[src/rtl/cfg_lock_pkg.sv]
package cfg_lock_pkg;

  localparam int DATA_W   = 16;
  localparam int N_TGT    = 3;   // screen, display, clock
  localparam int RD_BASE  = 8;   // guard bit of first read-block
  localparam logic [DATA_W-1:0] DSW_MASK = 16'hC333;

  // target index used by the guard bit vectors
  localparam int T_SCR = 0;
  localparam int T_DSW = 1;
  localparam int T_CLK = 2;

  typedef struct packed {
    logic       key_lock;
    logic       tv_en;
    logic       role;
    logic       tv_src;
    logic [1:0] blend;
    logic [1:0] win;
  } dsw_t;

  function automatic logic [1:0] step2(input logic [1:0] v);
    return v + 2'd1;
  endfunction

  function automatic logic [DATA_W-1:0] dsw_pack(input dsw_t d);
    logic [DATA_W-1:0] w;
    w        = '0;
    w[1:0]   = d.win;
    w[5:4]   = d.blend;
    w[8]     = d.tv_src;
    w[9]     = d.role;
    w[14]    = d.tv_en;
    w[15]    = d.key_lock;
    return w;
  endfunction

  function automatic dsw_t dsw_unpack(input logic [DATA_W-1:0] w);
    dsw_t d;
    d.win      = w[1:0];
    d.blend    = w[5:4];
    d.tv_src   = w[8];
    d.role     = w[9];
    d.tv_en    = w[14];
    d.key_lock = w[15];
    return d;
  endfunction

  function automatic logic [DATA_W-1:0] bit_word(input logic b);
    return {{(DATA_W-1){1'b0}}, b};
  endfunction

endpackage

[src/rtl/cfg_guard.sv]
module cfg_guard
  import cfg_lock_pkg::*;
(
  input  logic             clk,
  input  logic             rst_n,
  input  logic             wr_hit,
  input  logic [N_TGT-1:0] wr_blk_in,
  input  logic [N_TGT-1:0] rd_blk_in,
  output logic [N_TGT-1:0] wr_block,
  output logic [N_TGT-1:0] rd_block,
  output logic             sealed
);

  logic take;
  assign take = wr_hit && !sealed;

  always_ff @(posedge clk or negedge rst_n) begin
    if (!rst_n) begin
      sealed   <= 1'b0;
      wr_block <= '0;
      rd_block <= '0;
    end else if (take) begin
      sealed   <= 1'b1;
      wr_block <= wr_blk_in;
      rd_block <= rd_blk_in;
    end
  end

  AST_GUARD_FROZEN: assert property (@(posedge clk) disable iff (!rst_n)
    sealed |=> ($stable(wr_block) && $stable(rd_block)));
  AST_GUARD_STAYS: assert property (@(posedge clk) disable iff (!rst_n)
    sealed |=> sealed);
  AST_GUARD_FIRST: assert property (@(posedge clk) disable iff (!rst_n)
    (wr_hit && !sealed) |=> (wr_block == $past(wr_blk_in)));

endmodule

[src/rtl/cfg_bit_reg.sv]
module cfg_bit_reg #(
  parameter int W = 1
) (
  input  logic         clk,
  input  logic         rst_n,
  input  logic         wr_ok,
  input  logic [W-1:0] wr_val,
  output logic [W-1:0] q
);

  always_ff @(posedge clk or negedge rst_n) begin
    if (!rst_n)     q <= '0;
    else if (wr_ok) q <= wr_val;
  end

  AST_HOLD_NO_WRITE: assert property (@(posedge clk) disable iff (!rst_n)
    !wr_ok |=> $stable(q));

endmodule

[src/rtl/cfg_dsw_reg.sv]
module cfg_dsw_reg
  import cfg_lock_pkg::*;
(
  input  logic clk,
  input  logic rst_n,
  input  logic wr_ok,
  input  dsw_t wr_val,
  input  logic btn_win,
  input  logic btn_blend,
  input  logic btn_role,
  output dsw_t q,
  output logic btn_live
);

  dsw_t nxt;

  assign btn_live = !q.key_lock && !wr_ok;

  always_comb begin
    nxt = q;
    if (wr_ok) begin
      nxt = wr_val;
    end else if (!q.key_lock) begin
      if (btn_win)   nxt.win   = step2(q.win);
      if (btn_blend) nxt.blend = step2(q.blend);
      if (btn_role)  nxt.role  = !q.role;
    end
  end

  always_ff @(posedge clk or negedge rst_n) begin
    if (!rst_n) q <= '0;
    else        q <= nxt;
  end

  AST_KEYLOCK_FREEZE: assert property (@(posedge clk) disable iff (!rst_n)
    (q.key_lock && !wr_ok) |=> $stable(q));
  AST_WIN_STEP: assert property (@(posedge clk) disable iff (!rst_n)
    (btn_live && btn_win) |=> (q.win == 2'($past(q.win) + 2'd1)));
  AST_BLEND_STEP: assert property (@(posedge clk) disable iff (!rst_n)
    (btn_live && btn_blend) |=> (q.blend == 2'($past(q.blend) + 2'd1)));
  AST_ROLE_TOGGLE: assert property (@(posedge clk) disable iff (!rst_n)
    (btn_live && btn_role) |=> (q.role != $past(q.role)));
  AST_WRITE_WINS: assert property (@(posedge clk) disable iff (!rst_n)
    wr_ok |=> (q == $past(wr_val)));

endmodule

[src/rtl/cfg_rd_path.sv]
module cfg_rd_path
  import cfg_lock_pkg::*;
(
  input  logic              clk,
  input  logic              rst_n,
  input  logic              rd_en,
  input  logic [N_TGT:0]    hit,      // bit0 guard, bits 1..3 targets
  input  logic [N_TGT-1:0]  rd_block,
  input  logic              scr_q,
  input  dsw_t              dsw_q,
  input  logic              clk_q,
  output logic [DATA_W-1:0] rd_data
);

  logic [DATA_W-1:0] word [N_TGT];
  logic [DATA_W-1:0] sel;
  logic              blocked;

  assign word[T_SCR] = bit_word(scr_q);
  assign word[T_DSW] = dsw_pack(dsw_q);
  assign word[T_CLK] = bit_word(clk_q);

  assign blocked = |(hit[N_TGT:1] & rd_block);

  always_comb begin
    sel = '0;
    for (int t = 0; t < N_TGT; t++) begin
      if (hit[t+1] && !rd_block[t]) sel = sel | word[t];
    end
  end

  always_ff @(posedge clk or negedge rst_n) begin
    if (!rst_n)     rd_data <= '0;
    else if (rd_en) rd_data <= sel;
    else            rd_data <= '0;
  end

  AST_IDLE_ZERO: assert property (@(posedge clk) disable iff (!rst_n)
    !rd_en |=> (rd_data == '0));
  AST_BLOCKED_ZERO: assert property (@(posedge clk) disable iff (!rst_n)
    (rd_en && blocked) |=> (rd_data == '0));
  AST_GUARD_READ_ZERO: assert property (@(posedge clk) disable iff (!rst_n)
    (rd_en && hit[0]) |=> (rd_data == '0));
  AST_UNDEF_BITS_ZERO: assert property (@(posedge clk) disable iff (!rst_n)
    (rd_data & ~DSW_MASK) == '0);
  AST_DECODE_ONEHOT: assert property (@(posedge clk) disable iff (!rst_n)
    $onehot0(hit));

endmodule

[src/rtl/cfg_lock_bank.sv]
module cfg_lock_bank
  import cfg_lock_pkg::*;
#(
  parameter int ADDR_W = 4,
  parameter logic [ADDR_W-1:0] GUARD_ADDR = 0,
  parameter logic [ADDR_W-1:0] SCR_ADDR   = 1,
  parameter logic [ADDR_W-1:0] DSW_ADDR   = 2,
  parameter logic [ADDR_W-1:0] CLK_ADDR   = 3
) (
  input  logic              clk,
  input  logic              rst_n,
  input  logic [ADDR_W-1:0] addr,
  input  logic              wr_en,
  input  logic [DATA_W-1:0] wr_data,
  input  logic              rd_en,
  output logic [DATA_W-1:0] rd_data,
  input  logic              btn_win,
  input  logic              btn_blend,
  input  logic              btn_role,
  output logic              scr_single,
  output logic              ck_out_en,
  output logic [1:0]        win_mode,
  output logic [1:0]        blend_sel,
  output logic              tv_src,
  output logic              role_swap,
  output logic              tv_en,
  output logic              key_lock
);

  localparam logic [ADDR_W-1:0] TGT_ADDR [N_TGT] = '{SCR_ADDR, DSW_ADDR, CLK_ADDR};

  logic [N_TGT:0]   hit;
  logic [N_TGT-1:0] wr_block, rd_block, wr_ok;
  logic             sealed, btn_live;
  logic             scr_q, clk_q;
  dsw_t             dsw_q, dsw_wr;
  logic             wr_data_unused;

  assign hit[0] = (addr == GUARD_ADDR);

  genvar t;
  generate
    for (t = 0; t < N_TGT; t++) begin : g_tgt
      assign hit[t+1] = (addr == TGT_ADDR[t]);
      assign wr_ok[t] = wr_en && hit[t+1] && !wr_block[t];
    end
  endgenerate

  assign dsw_wr = dsw_unpack(wr_data);
  assign wr_data_unused = &{1'b0, wr_data[13:11], wr_data[7:6], wr_data[3]};

  cfg_guard u_guard (
    .clk       (clk),
    .rst_n     (rst_n),
    .wr_hit    (wr_en && hit[0]),
    .wr_blk_in (wr_data[N_TGT-1:0]),
    .rd_blk_in (wr_data[RD_BASE+N_TGT-1:RD_BASE]),
    .wr_block  (wr_block),
    .rd_block  (rd_block),
    .sealed    (sealed)
  );

  cfg_bit_reg #(.W(1)) u_scr (
    .clk    (clk),
    .rst_n  (rst_n),
    .wr_ok  (wr_ok[T_SCR]),
    .wr_val (wr_data[0]),
    .q      (scr_q)
  );

  cfg_bit_reg #(.W(1)) u_clk (
    .clk    (clk),
    .rst_n  (rst_n),
    .wr_ok  (wr_ok[T_CLK]),
    .wr_val (wr_data[0]),
    .q      (clk_q)
  );

  cfg_dsw_reg u_dsw (
    .clk       (clk),
    .rst_n     (rst_n),
    .wr_ok     (wr_ok[T_DSW]),
    .wr_val    (dsw_wr),
    .btn_win   (btn_win),
    .btn_blend (btn_blend),
    .btn_role  (btn_role),
    .q         (dsw_q),
    .btn_live  (btn_live)
  );

  cfg_rd_path u_rd (
    .clk      (clk),
    .rst_n    (rst_n),
    .rd_en    (rd_en),
    .hit      (hit),
    .rd_block (rd_block),
    .scr_q    (scr_q),
    .dsw_q    (dsw_q),
    .clk_q    (clk_q),
    .rd_data  (rd_data)
  );

  assign scr_single = scr_q;
  assign ck_out_en  = clk_q;
  assign win_mode   = dsw_q.win;
  assign blend_sel  = dsw_q.blend;
  assign tv_src     = dsw_q.tv_src;
  assign role_swap  = dsw_q.role;
  assign tv_en      = dsw_q.tv_en;
  assign key_lock   = dsw_q.key_lock;

  AST_SEALED_WRITE_BLOCK: assert property (@(posedge clk) disable iff (!rst_n)
    (sealed && wr_en && hit[T_SCR+1] && wr_block[T_SCR]) |=> $stable(scr_single));
  AST_BTN_IGNORED_LOCKED: assert property (@(posedge clk) disable iff (!rst_n)
    (key_lock && !btn_live && !(wr_en && hit[T_DSW+1])) |=> $stable(win_mode));

endmodule

[config.mk]
export PLATFORM = sky130hd
export DESIGN_NAME = cfg_lock_bank
export DESIGN_NICKNAME = d
export VERILOG_FILES = /design/src/rtl/cfg_lock_pkg.sv /design/src/rtl/cfg_guard.sv /design/src/rtl/cfg_bit_reg.sv /design/src/rtl/cfg_dsw_reg.sv /design/src/rtl/cfg_rd_path.sv /design/src/rtl/cfg_lock_bank.sv
export SDC_FILE = /design/constraint.sdc
export NUM_CORES = 1
export LEC_CHECK = 0
export BUFFER_PORTS_ARGS = -buffer_cell sky130_fd_sc_hd__buf_2
export CAP_MARGIN = 30
export CORE_UTILIZATION = 41
export CTS_CLUSTER_DIAMETER = 50
export DETAILED_ROUTE_END_ITERATION = 6
export PLACE_DENSITY_LB_ADDON = 0.3
export REMOVE_ABC_BUFFERS = 1
export SLEW_MARGIN = 5
export SYNTH_ARGS = -nofsm -noshare
export SYNTH_HDL_FRONTEND = slang
export SYNTH_SLANG_ARGS = --single-unit
[constraint.sdc]
create_clock -name clk -period 1.5 [get_ports clk]
set_clock_uncertainty 0.2 [all_clocks]
set_input_delay 0.45 -clock clk [delete_from_list [all_inputs] [get_ports clk]]
set_output_delay 0.45 -clock clk [all_outputs]
set_load 0.01 [all_outputs]
==> results.cfg <==
[logic_synthesis]
yosysSeqAreaShare_pct = 55.3
ys_seq_elements = 25
ys_warn_count = 0
synth_area_leader_cell = dfrtp_1
syn_area_per_cell_sq_um = 13.5
syn_inst = 84
netlist-cell-type-count = 20
synthTopCellsByArea = dfrtp_1, mux2_2, mux2_4, buf_4, and2_1
syn_area_sq_um = 1130
synth.top_cell.area_share_pct = 55.3

[worst_setup_path]
cp.required_ns = 1.52
r2r_start = u_guard.sealed$_DFFE_PN0P_
cp-end-kind = flip-flop
path_delay_family = simple AND/OR/NAND/NOR gates
cp_num_buf_inv = 3
arrival_ns = 1.68
cp-start-kind = input pin
cpPeakStageDelay_ns = 0.39
crit_fanout = 8
worstSetupStartpoint = addr[2]
crit_top_cell = buf_6
crit_chain = buf_8 > or3_4 > buf_6 > nor3_4 > buf_6 > mux2_4
critPathSlowestCell = or3_4
critPathKind = in2reg

[clocking]
clk_pin_slew_ns = 0.14
cts_tree = yes
cts_sinks = 25
cts_buffers = 3
h-tree-depth = 1
cts_root_buf = clkbuf_4
insertion_delay_ns = 0.32
clockBufferDepth = 2

[layout]
final_cells = 176
final_area_sq_um = 1620
area_growth_pct = 43.4
antenna_cells = 0
fin_nets = 174
drive_above_1_share_pct = 58.9
nFillCells = 196
multi_input_area_sq_um = 531
ff_latch_area_sq_um = 627
final_core_util_pct = 63.7

[timing]
tns_ns = -2.62
maxSlewViolCount = 0
rsz0062_at_grt = true
setup_viol = 31
final_hold_viol_count = 0
setup_ws_ns = -0.164
worst_pin_slew_ns = 0.533
relSlewSlack_pct = 64.5
fin_crit_sh_pct = 111
period_minus_slack_ns = 1.66
fmax_mhz = 601

[placement]
hpwl_um = 1620
placed_area_sq_um = 1380
dp_cells = 159
numPortBuffers = 38
routabilityCongestion = 0.784

[power_and_ir_drop]
power_density_nw_per_um2 = 1320
combPwrFrac_pct = 41.7
clockPowerShare_pct = 14.2
power_mw = 2.14
p_switching_uw = 633
p_sw_share_pct = 29.5
p_leak_nw = 0.855
p_seq_share_pct = 44.1
vdd_ir_drop_max_uv = 852
cellInternalPower_mw = 1.51

[global_route]
grt_max_degree = 26
grt_overflow_total = 0
grtUsageTotal_pct = 18.0
antenna_found_initial = 0
first_global_vias = 787
grt_pass1_wl_um = 3620

[drt]
drt-total-wl_um = 2400
vias = 844
drt_iter0_drc = 11
via_per_inst = 4.80
drc = 0
wl_per_cell_um = 13.7
firstDrtPassIters = 4
antenna_left = 0

[die]
start_util_pct = 44.4
dieHeight_um = 54.5
fp.dieArea_sq_um = 2970
core_sq_um = 2540
dieWidth_um = 54.5
row_count = 18
io-pin-count = 53

[run]
drv_cap = 0

[outcome]
status = finished, violations left
violations = negative setup slack

[min_path]
min_path_type = in2reg
min-delay-start = wr_data[2]
-- Yosys cell counts --
library cell and instances:
dfrtp_1 25, mux2_4 6, a32o_1 2, nor3_1 3, nand2_1 2, nor2_1 1
inv_1 1, conb_1 1, or3_4 1, buf_6 1, and2_1 7, nand3b_1 2
xnor2_1 5, buf_4 8, nor3b_1 1, mux2_2 10, nand2b_1 5, or3b_2 1
or3_1 1, nor3_2 1
-- metrics by stage --
| stage | worst slack, ns | hold WS, ns |
|---|---|---|
| 2_1_floorplan | -0.495 | -0.0456 |
| 3_3_place_gp | -0.627 | 0.258 |
| 3_5_place_dp | -0.687 | 0.268 |
| 4_1_cts | -0.150 | 0.141 |
| 5_1_grt | -0.179 | 0.130 |
| 6_report | -0.164 | 0.143 |
-- power by group through the flow --
stage / logic (mW) / clock network, mW / registers, mW
3_3_place_gp: 0.549 / 0 / 0.978
3_5_place_dp: 0.575 / 0 / 0.981
4_1_cts: 0.850 / 0.306 / 0.940
5_1_grt: 0.962 / 0.333 / 0.968
2_1_floorplan: 0.311 / 0 / 1.01
6_report: 0.893 / 0.304 / 0.946
-- path summary, 6_finish.rpt --
| kind | cells after the start | end | slack (ns) |
|---|---|---|---|
| min in group asynchronous | 2 | u_guard.wr_block[1]$_DFFE_PN0P_ | 0.42 |
| worst max-delay path | 6 | u_dsw.q[2]$_DFFE_PN0P_ | -0.16 |
| max in group asynchronous | 2 | u_dsw.q[7]$_DFFE_PN0P_ | 0.29 |
| worst min register to register | 1 | u_guard.sealed$_DFFE_PN0P_ | 0.32 |
| worst min-delay path | 2 | u_guard.wr_block[2]$_DFFE_PN0P_ | 0.14 |
| worst max register to register | 2 | u_guard.rd_block[0]$_DFFE_PN0P_ | 0 |
-- cells in the final DEF, fill, tap and decap left out, drive strengths merged --
master | synthesis | final
nor3b | 1 | 1
clkbuf | 0 | 3
nand2 | 2 | 2
conb | 1 | 8
and2 | 7 | 7
or3 | 2 | 2
nand3b | 2 | 2
buf | 9 | 59
a32o | 2 | 2
clkinv | 0 | 1
nand2b | 5 | 5
xnor2 | 5 | 5
dlygate4sd3 | 0 | 1
inv | 1 | 1
mux2 | 16 | 16
nor3 | 4 | 4
nor2 | 1 | 1
or3b | 1 | 1
dfrtp | 25 | 25
-- flip-flops by register name, indices dropped and copies added (netlist names) --
signal / cells
u_rd.rd_data: 8
u_guard.rd_block: 3
u_clk.q: 1
u_dsw.q: 8
u_guard.sealed: 1
u_scr.q: 1
u_guard.wr_block: 3
-- cell type report --
class	count	share of cell area, %
clock buffer	3	1.39
multi-input combinational	56	32.7
clock inverter	1	0.309
timing repair buffer	60	24.4
tap	30	2.31
sequential	25	38.7
inverter	1	0.231
-- worst reg2reg max path, stage by stage, from the launching register on --
cell and delay [ns]:
dfrtp_1 0.42, or3_4 0.47, mux2_4 0.32
-- repair_timing --
action,in CTS,in global routing
endpoints found under the hold margin,25,0
buffers inserted,9,3
hold buffers,1,0
pin swaps,5,2
setup endpoints to repair,37,41
gates resized for setup,21,5
-- kinds of logic (layout without fill, tap and decap cells) --
group | Yosys count | after routing | share of synthesized area, %
AND/OR/NAND/NOR | 25 | 25 | 14.2
multiplexers | 16 | 16 | 17.9
AO/OA/AOI/OAI | 2 | 2 | 1.77
flip-flops | 25 | 25 | 55.3
buffers and inverters | 10 | 65 | 6.64
XOR/XNOR | 5 | 5 | 3.87
other | 1 | 8 | 0.332
-- metal layers --
layer | vias up | routed length (um) | GRT usage [%]
li1 | 391 | - | -
met1 | 412 | 973 | 22.0
met2 | 37 | 1260 | 29.9
met3 | 4 | 132 | 5.83
met4 | 0 | 38 | 5.56
met5 | - | 0 | 0
(Power assumes the default switching activity.)
